===== src/rtl/tone_sel_pkg.sv =====
package tone_sel_pkg;

  typedef enum logic [0:0] {
    SRC_INTERNAL = 1'b0,
    SRC_EXTERNAL = 1'b1
  } tone_src_e;

  // Rounded number of clock cycles in one tone half-period.
  function automatic int unsigned half_period_cycles(input int unsigned clk_hz,
                                                     input int unsigned tone_hz);
    return (clk_hz + tone_hz) / (2 * tone_hz);
  endfunction

endpackage


===== src/rtl/tone_sync2.sv =====
module tone_sync2 #(
  parameter int STAGES = 2
) (
  input  logic clk,
  input  logic rst,
  input  logic d,
  output logic q
);
  logic [STAGES-1:0] chain;

  always_ff @(posedge clk) begin
    if (rst) chain <= '0;
    else     chain <= {chain[STAGES-2:0], d};
  end

  assign q = chain[STAGES-1];
endmodule


===== src/rtl/tone_divider.sv =====
module tone_divider #(
  parameter int HALF = 60
) (
  input  logic clk,
  input  logic rst,
  input  logic active,
  output logic phase,
  output logic last_hi
);
  localparam int CW = (HALF > 2) ? $clog2(HALF) : 1;
  localparam logic [CW-1:0] WRAP = CW'(HALF - 1);

  logic [CW-1:0] cnt;
  logic          ph;

  // Idle holds the phase at the start of a high half so each run begins fresh.
  always_ff @(posedge clk) begin
    if (rst || !active) begin
      cnt <= '0;
      ph  <= 1'b1;
    end else if (cnt == WRAP) begin
      cnt <= '0;
      ph  <= ~ph;
    end else begin
      cnt <= cnt + 1'b1;
    end
  end

  assign phase   = ph;
  assign last_hi = ph && (cnt == WRAP);

  AST_WRAP_TOGGLES: assert property (@(posedge clk) disable iff (rst) (active && cnt == WRAP) |=> (ph != $past(ph))) else $error("phase did not toggle at wrap");
  AST_IDLE_RESTART: assert property (@(posedge clk) disable iff (rst) !active |=> (cnt == '0 && ph)) else $error("divider not restarted while idle");
  AST_MID_HALF_STABLE: assert property (@(posedge clk) disable iff (rst) (active && cnt != WRAP) |=> $stable(ph)) else $error("phase moved mid half-period");
endmodule


===== src/rtl/mod_activity.sv =====
module mod_activity #(
  parameter int LIMIT = 180
) (
  input  logic clk,
  input  logic rst,
  input  logic lvl,
  output logic recent_edge,
  output logic rise
);
  localparam int CW = $clog2(LIMIT + 1);
  localparam logic [CW-1:0] LIM = CW'(LIMIT);

  logic          prev;
  logic [CW-1:0] quiet;
  logic          edge_now;

  assign edge_now = (lvl != prev);

  always_ff @(posedge clk) begin
    if (rst) begin
      prev  <= 1'b0;
      quiet <= LIM;
    end else begin
      prev <= lvl;
      if (edge_now)         quiet <= '0;
      else if (quiet != LIM) quiet <= quiet + 1'b1;
    end
  end

  assign recent_edge = edge_now || (quiet != LIM);
  assign rise        = lvl && !prev;

  AST_EDGE_CLEARS: assert property (@(posedge clk) disable iff (rst) edge_now |=> (quiet == '0)) else $error("edge did not clear quiet count");
  AST_QUIET_HOLDS: assert property (@(posedge clk) disable iff (rst) (quiet == LIM && !edge_now) |=> (quiet == LIM)) else $error("saturated quiet count moved");
endmodule


===== src/rtl/tone_mode_ctrl.sv =====
module tone_mode_ctrl
  import tone_sel_pkg::*;
(
  input  logic      clk,
  input  logic      rst,
  input  logic      reg_ctl_en,
  input  logic      int_sel,
  input  logic      gate_en,
  input  logic      mod_lvl,
  input  logic      mod_rise,
  input  logic      mod_recent,
  input  logic      last_hi,
  output tone_src_e src,
  output logic      ext_level,
  output logic      active
);
  logic int_mode;
  logic armed;
  logic req;
  logic run;

  assign int_mode = reg_ctl_en && int_sel && gate_en;

  // Envelope mode arms on a rising input while the internal gated mode is set.
  always_ff @(posedge clk) begin
    if (rst || !int_mode) armed <= 1'b0;
    else if (mod_rise)    armed <= 1'b1;
  end

  always_comb begin
    if (!reg_ctl_en)  req = mod_lvl && !mod_recent;
    else if (int_sel) req = gate_en && (armed ? mod_lvl : 1'b1);
    else              req = 1'b0;
  end

  // Run keeps the divider going after the request drops until a high half ends.
  always_ff @(posedge clk) begin
    if (rst)          run <= 1'b0;
    else if (req)     run <= 1'b1;
    else if (last_hi) run <= 1'b0;
  end

  assign active    = run || req;
  assign src       = ((!reg_ctl_en && mod_recent) || (reg_ctl_en && !int_sel)) ? SRC_EXTERNAL : SRC_INTERNAL;
  assign ext_level = mod_lvl && (reg_ctl_en ? gate_en : 1'b1);

  AST_DRAIN_KEEPS_RUN: assert property (@(posedge clk) disable iff (rst) (run && !req && !last_hi) |=> run) else $error("tone stopped before a high half ended");
  AST_STOP_ON_HIGH: assert property (@(posedge clk) disable iff (rst) $fell(run) |-> $past(last_hi)) else $error("run fell outside a high-half end");
  AST_ARM_ON_RISE: assert property (@(posedge clk) disable iff (rst) (int_mode && mod_rise) |=> armed) else $error("envelope mode not armed");
endmodule


===== src/rtl/tone_source_sel.sv =====
module tone_source_sel
  import tone_sel_pkg::*;
#(
  parameter int unsigned CLK_HZ  = 250_000_000,
  parameter int unsigned TONE_HZ = 22_000
) (
  input  logic clk,
  input  logic rst,
  input  logic mod_in,
  input  logic reg_ctl_en,
  input  logic int_sel,
  input  logic gate_en,
  output logic tone_out
);
  localparam int HALF      = int'(half_period_cycles(CLK_HZ, TONE_HZ));
  localparam int ENV_LIMIT = 3 * HALF;

  logic      mod_s;
  logic      mod_recent;
  logic      mod_rise;
  logic      phase;
  logic      last_hi;
  logic      active;
  logic      ext_level;
  tone_src_e src;

  tone_sync2 #(.STAGES(2)) u_sync (
    .clk (clk), .rst (rst), .d (mod_in), .q (mod_s)
  );

  mod_activity #(.LIMIT(ENV_LIMIT)) u_act (
    .clk (clk), .rst (rst), .lvl (mod_s),
    .recent_edge (mod_recent), .rise (mod_rise)
  );

  tone_divider #(.HALF(HALF)) u_div (
    .clk (clk), .rst (rst), .active (active),
    .phase (phase), .last_hi (last_hi)
  );

  tone_mode_ctrl u_ctrl (
    .clk (clk), .rst (rst),
    .reg_ctl_en (reg_ctl_en), .int_sel (int_sel), .gate_en (gate_en),
    .mod_lvl (mod_s), .mod_rise (mod_rise), .mod_recent (mod_recent),
    .last_hi (last_hi),
    .src (src), .ext_level (ext_level), .active (active)
  );

  always_ff @(posedge clk) begin
    if (rst)                      tone_out <= 1'b0;
    else if (src == SRC_EXTERNAL) tone_out <= ext_level;
    else                          tone_out <= active && phase;
  end

  AST_GATE_BLOCKS_EXT: assert property (@(posedge clk) disable iff (rst) (reg_ctl_en && !int_sel && !gate_en) |=> !tone_out) else $error("gated-off external tone leaked");
  AST_IDLE_INT_LOW: assert property (@(posedge clk) disable iff (rst) (src == SRC_INTERNAL && !active) |=> !tone_out) else $error("idle internal source drove output");
endmodule


===== config.mk =====
export PLATFORM = sky130hd
export DESIGN_NAME = tone_source_sel
export DESIGN_NICKNAME = d
export VERILOG_FILES = /design/src/rtl/tone_sel_pkg.sv /design/src/rtl/tone_sync2.sv /design/src/rtl/tone_divider.sv /design/src/rtl/mod_activity.sv /design/src/rtl/tone_mode_ctrl.sv /design/src/rtl/tone_source_sel.sv
export SDC_FILE = /design/constraint.sdc
export NUM_CORES = 1
export LEC_CHECK = 0
export ABC_AREA = 1
export BUFFER_PORTS_ARGS = -buffer_cell sky130_fd_sc_hd__buf_2
export CAP_MARGIN = 20
export CELL_PAD_IN_SITES_DETAIL_PLACEMENT = 1
export CELL_PAD_IN_SITES_GLOBAL_PLACEMENT = 2
export CORE_MARGIN = 3
export CORE_UTILIZATION = 38
export CTS_BUF_LIST = sky130_fd_sc_hd__clkbuf_4 sky130_fd_sc_hd__clkbuf_8 sky130_fd_sc_hd__clkbuf_16
export CTS_CLUSTER_SIZE = 14
export DETAILED_ROUTE_END_ITERATION = 8
export GPL_ROUTABILITY_DRIVEN = 0
export PLACE_DENSITY = 0.91
export SLEW_MARGIN = 15
export SYNTH_ARGS = -nofsm -noshare
export SYNTH_HDL_FRONTEND = slang
export SYNTH_SLANG_ARGS = --single-unit

===== constraint.sdc =====
create_clock -name clk -period 4.55 [get_ports clk]
set_clock_uncertainty 0.05 [all_clocks]
set_input_delay 0.455 -clock clk [delete_from_list [all_inputs] [get_ports clk]]
set_output_delay 0.455 -clock clk [all_outputs]
set_load 0.02 [all_outputs]

== Yosys cells after proc, flatten, opt, wreduce, memory -nomap -nowiden ==
Index checks and enable logic that the tools add are counted.

* Output and inout port bits: 1
* Register bits: 35
* Input bits: 6

* Bitwise operators: 1
* Equal/unequal tests: 3
* Add/subtract/negate cells: 2
* Reduce and logical (&&, ||, !) cells: 25
* Muxes and demuxes: 10

{| class="wikitable"
|+ Operators with widths
! cell !! count
|-
| $mux W15 || 2
|-
| $add A15 B1 Y15 const B || 1
|-
| $ne A15 B15 Y1 const B || 1
|-
| $add A13 B1 Y13 const B || 1
|-
| $eq A13 B13 Y1 const B || 1
|-
| $logic_and A1 B1 Y1 || 10
|-
| $mux W1 || 8
|-
| $logic_not A1 Y1 || 6
|-
| $logic_or A1 B1 Y1 || 5
|-
| $reduce_bool A2 Y1 || 2
|-
| $reduce_or A2 Y1 || 2
|-
| $ne A1 B1 Y1 || 1
|-
| $not A1 Y1 || 1
|}

== Longest topological paths before layout ==
* Depth after elaboration: 9
* Depth in mapped cells: 11
* Depth with buffers taken out: 10

== Cells and area by module ==
Synthesis repeated with hierarchy kept, for this count alone.

* Cells, all modules: 292
* Area total of the unflattened synthesis: 1963.1 µm²

{| class="wikitable"
|+ By module, submodules not included
! module !! area each (µm²) !! instances !! seq. area each (µm²) !! cells each
|-
| mod_activity || 985.9 || 1 || 320.3 || 156
|-
| tone_divider || 755.7 || 1 || 280.3 || 105
|-
| tone_mode_ctrl || 122.6 || 1 || 40.0 || 18
|-
| tone_sync2 || 55.1 || 1 || 40.0 || 6
|-
| tone_source_sel || 43.8 || 1 || 20.0 || 7
|}

== Least setup slack after synthesis ==
Ideal clock, no wire load.

* Path kind: register to register
* Start: register u_act.quiet[0]
* End: register u_div.cnt[8]
* Arrival time: 1.411 ns
* Path slack: 3.027 ns
* Data required time: 4.438 ns
* Clock period less this slack: 1.523 ns
* Setup time: 0.062 ns
* Stages on the path, launching flop included: 12
* Path through: dfxtp_1 > inv_1 > ha_1 > nand2_1 > nor2_1 > nand2_1 > nor2_4 > nand4_2 > nand3_2 > nand3_2 > buf_6 > nor2_2

* Cells in the longest elaborated chain, start to end: 9

{| class="wikitable"
|+ RTL lines
! item !! RTL line !! source
|-
| start: declaration || mod_activity.sv:14 || <nowiki>logic [CW-1:0] quiet;</nowiki>
|-
| start signal: assignment || mod_activity.sv:26 || <nowiki>else if (quiet != LIM) quiet <= quiet + 1'b1;</nowiki>
|-
| $ne A15 B15 Y1 || mod_activity.sv:30 || <nowiki>assign recent_edge = edge_now || (quiet != LIM);</nowiki>
|-
| $logic_or A1 B1 Y1 || mod_activity.sv:30 ||
|-
| $logic_not A1 Y1 || tone_mode_ctrl.sv:31 || <nowiki>if (!reg_ctl_en) req = mod_lvl && !mod_recent;</nowiki>
|-
| $logic_and A1 B1 Y1 || tone_mode_ctrl.sv:31 ||
|-
| $mux W1 || tone_mode_ctrl.sv:31 ||
|-
| $logic_or A1 B1 Y1 || tone_mode_ctrl.sv:43 || <nowiki>assign active = run || req;</nowiki>
|-
| $logic_not A1 Y1 || tone_divider.sv:18 || <nowiki>if (rst || !active) begin</nowiki>
|-
| $logic_or A1 B1 Y1 || tone_divider.sv:18 ||
|-
| $reduce_or A2 Y1 (no source line) || - ||
|-
| end signal: assignment || tone_divider.sv:25 || <nowiki>cnt <= cnt + 1'b1;</nowiki>
|-
| end: declaration || tone_divider.sv:13 || <nowiki>logic [CW-1:0] cnt;</nowiki>
|}

No other way between the ends.
A chain may end at the register's enable or synchronous reset.

== Final worst setup path ==
Ends and elaborated chain as after synthesis.

==> impl_metrics.tcl <==
set metrics [dict create \
    outcome "completed" \
    whs_ns 0.322 \
    synthToLayoutAreaGrowth_pct 9.79 \
    crit_chain "inv_1, ha_1, nand2_1, nor2_1, nand2_1, nor2_4, nand4_2, nand3_2, nand3_2, nor2_2" \
    cp_data_arrival_time_ns 2.11 \
    fin_nets 244 \
    cts.clk_slew.worst_paths_ns 0.07 \
    ys_warn_count 0 \
    synth_top_area_cell "dfxtp_1" \
    timing.fmax_ghz 0.514 \
    antenna_found_initial 0 \
    min-delay-start "mod_in" \
    power_mw 0.611 \
    clk_latency_ns 0.29 \
    cts_root_buf "clkbuf_8" \
    synth.top_cell.area_share_pct 41.5 \
    place_ws_ns 2.58 \
    cts_max_level 2 \
    grt_pass1_wl_um 6560 \
    comb_power_share_pct 9.1 \
    period_needed_ns 1.95 \
    synth.net_count 233 \
    hp-class "in2reg" \
    layout-drive-gt1-share_pct 13.7 \
    max_stage_delay_ns 0.34 \
    timing.rr.start "u_act.quiet[0]" \
    post-dp-hpwl_um 2710 \
    grt_util_all_layers_pct 15.9 \
    fp.dieW_um 72.6 \
    p_per_area_nw_per_um2 330 \
    numCtsBuffers 5 \
    port_buffers 6 \
    relSlewSlack_pct 64.4 \
    ys_top_cells_by_area "dfxtp_1, nand2_1, nor2_1" \
    min_period_over_period_pct 42.8 \
    placed_area_um2 1760 \
    grt_overflow_total 0 \
    place_inst 276 \
    synth.avg_cell_area_um2 7.60 \
    p_int_mw 0.449 \
    cts_sinks 35 \
    post_cts_buffers 0 \
    synth_seq_area_share_pct 41.5 \
    core_area_um2 4140 \
    postRouteAntennaNets 0 \
    clockBufferDepth 2 \
    end_kind "flip-flop" \
    p_sw_share_pct 26.5 \
    r2r-end "u_div.cnt[8]" \
    num_vias 1431 \
    critPathLaunchType "flip-flop" \
    cts.repair.resized 0 \
    n_antenna_cell 0 \
    drtIter0Drc 33 \
    crit_end "u_div.cnt[8]" \
    netSwitchingPower_mw 0.162 \
    setup_viol 0 \
    cts_hold_buf 0 \
    ys_types 26 \
    hold_viol_final 0 \
    sequentialPowerShare_pct 53.5 \
    layout_setup_ws_ns 2.60 \
    worstSetupPathType "reg2reg" \
    synth_seq_cells 35 \
    rows 23 \
    dieArea_um2 5270 \
    cp_max_fo 13 \
    die_h_um 72.6 \
    wl_um 3520 \
    finalSetupTns_ns 0 \
    ff2ff_path_depth 10 \
    synth_cells 222 \
    final_core_utilization_pct 44.7 \
    multi_input_area_um2 868 \
    regArea_um2 701 \
    cp.required_ns 4.72 \
    crit_start "u_act.quiet[0]" \
    mostFrequentLayoutCells "nand2_1, dfxtp_1, nor2_1" \
    num_io_pins 7 \
    cts_tree "yes" \
    initial_core_util_pct 40.7 \
    fin_area_um2 1850 \
    drtPass1Iterations 4 \
    ir_drop_mv 0.205 \
    r2r_slack_ns 2.60 \
    instances_no_fill 284 \
    mostFrequentLayoutCell "nand2_1" \
    grt_max_degree 14 \
    netlist_area_um2 1690 \
    drv_cap 0 \
    wl_per_cell_um 12.4 \
    tightest_slew_ns 0.533 \
    grt_pass1_vias 1439 \
    slew_viol_final 0 \
    p_leak_nw 0.711 \
    drc_errors 0 \
    power.share.clock_pct 37.4 \
    avgViaCountPerCell 5.04 \
    grt_setup_unrepaired "false" \
    slowest_stage "dfxtp_1" \
    fillers 534 \
]
synthesized netlist by cell type (all sizes together):
| library cell | number |
|---|---|
| o21a | 1 |
| o2111ai | 1 |
| xor2 | 6 |
| buf | 2 |
| xnor2 | 7 |
| inv | 26 |
| nand4 | 6 |
| nand3 | 21 |
| ha | 5 |
| nor3 | 9 |
| nor4 | 3 |
| clkinv | 1 |
| o311ai | 1 |
| dfxtp | 35 |
| nor2 | 42 |
| nand2 | 36 |
| o21ai | 12 |
| a21oi | 8 |
worst max-delay path, delay by kind of cell (launching register included):
kind	cells	cell delay [ns]
adder cells (fa/ha/maj)	1	0.18
AND/OR/NAND/NOR	8	1.22
buffers and inverters	1	0.08
flip-flops	1	0.34
power by group through the flow:
stage                     clock (mW)  sequential [mW]  combinational (mW)
after floorplan                    0            0.332              0.0428
after global placement             0            0.334              0.0558
after detailed placement           0            0.334              0.0565
after CTS                      0.238            0.327              0.0569
after global routing           0.252            0.329              0.0654
final                          0.229            0.327              0.0556
state kept, by name (all words and copies together) (netlist names):
name          cells
u_sync.chain      2
u_ctrl.run        1
u_div.phase       1
u_act.prev        1
u_div.cnt        13
u_ctrl.armed      1
tone_out          1
u_act.quiet      15
cell type report:
type | instances | area share, %
inverters | 27 | 5.47
clock inverters | 2 | 0.676
multi-input cells | 158 | 46.9
well taps | 50 | 3.38
repair buffers | 6 | 1.62
flip-flops and latches | 35 | 37.8
clock buffers | 6 | 4.12
layer usage:
metal	GRT usage, %	routed length (µm)	vias to the layer above
met5	0	0	-
met4	6.97	68	0
met3	4.27	100	7
met2	23.5	1560	16
met1	21.7	1800	666
li1	-	-	742
logic make-up after synthesis:
group | synth area share [%]
simple gates | 33.6
buf+inv | 6.97
fa+ha+maj | 3.71
xor+xnor | 6.75
flops | 41.5
compound gates | 7.42
how the worst min path moves through the flow:
| stage | depth (start not counted) | to | slack [ns] |
|---|---|---|---|
| after global routing | 3 | u_sync.chain[0] | 0.33 |
| after detailed placement | 2 | u_sync.chain[1] | 0.35 |
| final | 3 | u_sync.chain[0] | 0.32 |
| after CTS | 3 | u_sync.chain[0] | 0.31 |
| after global placement | 2 | u_sync.chain[1] | 0.35 |
| after floorplan | 2 | u_sync.chain[1] | 0.34 |
Power figures use the tool's default switching activity.
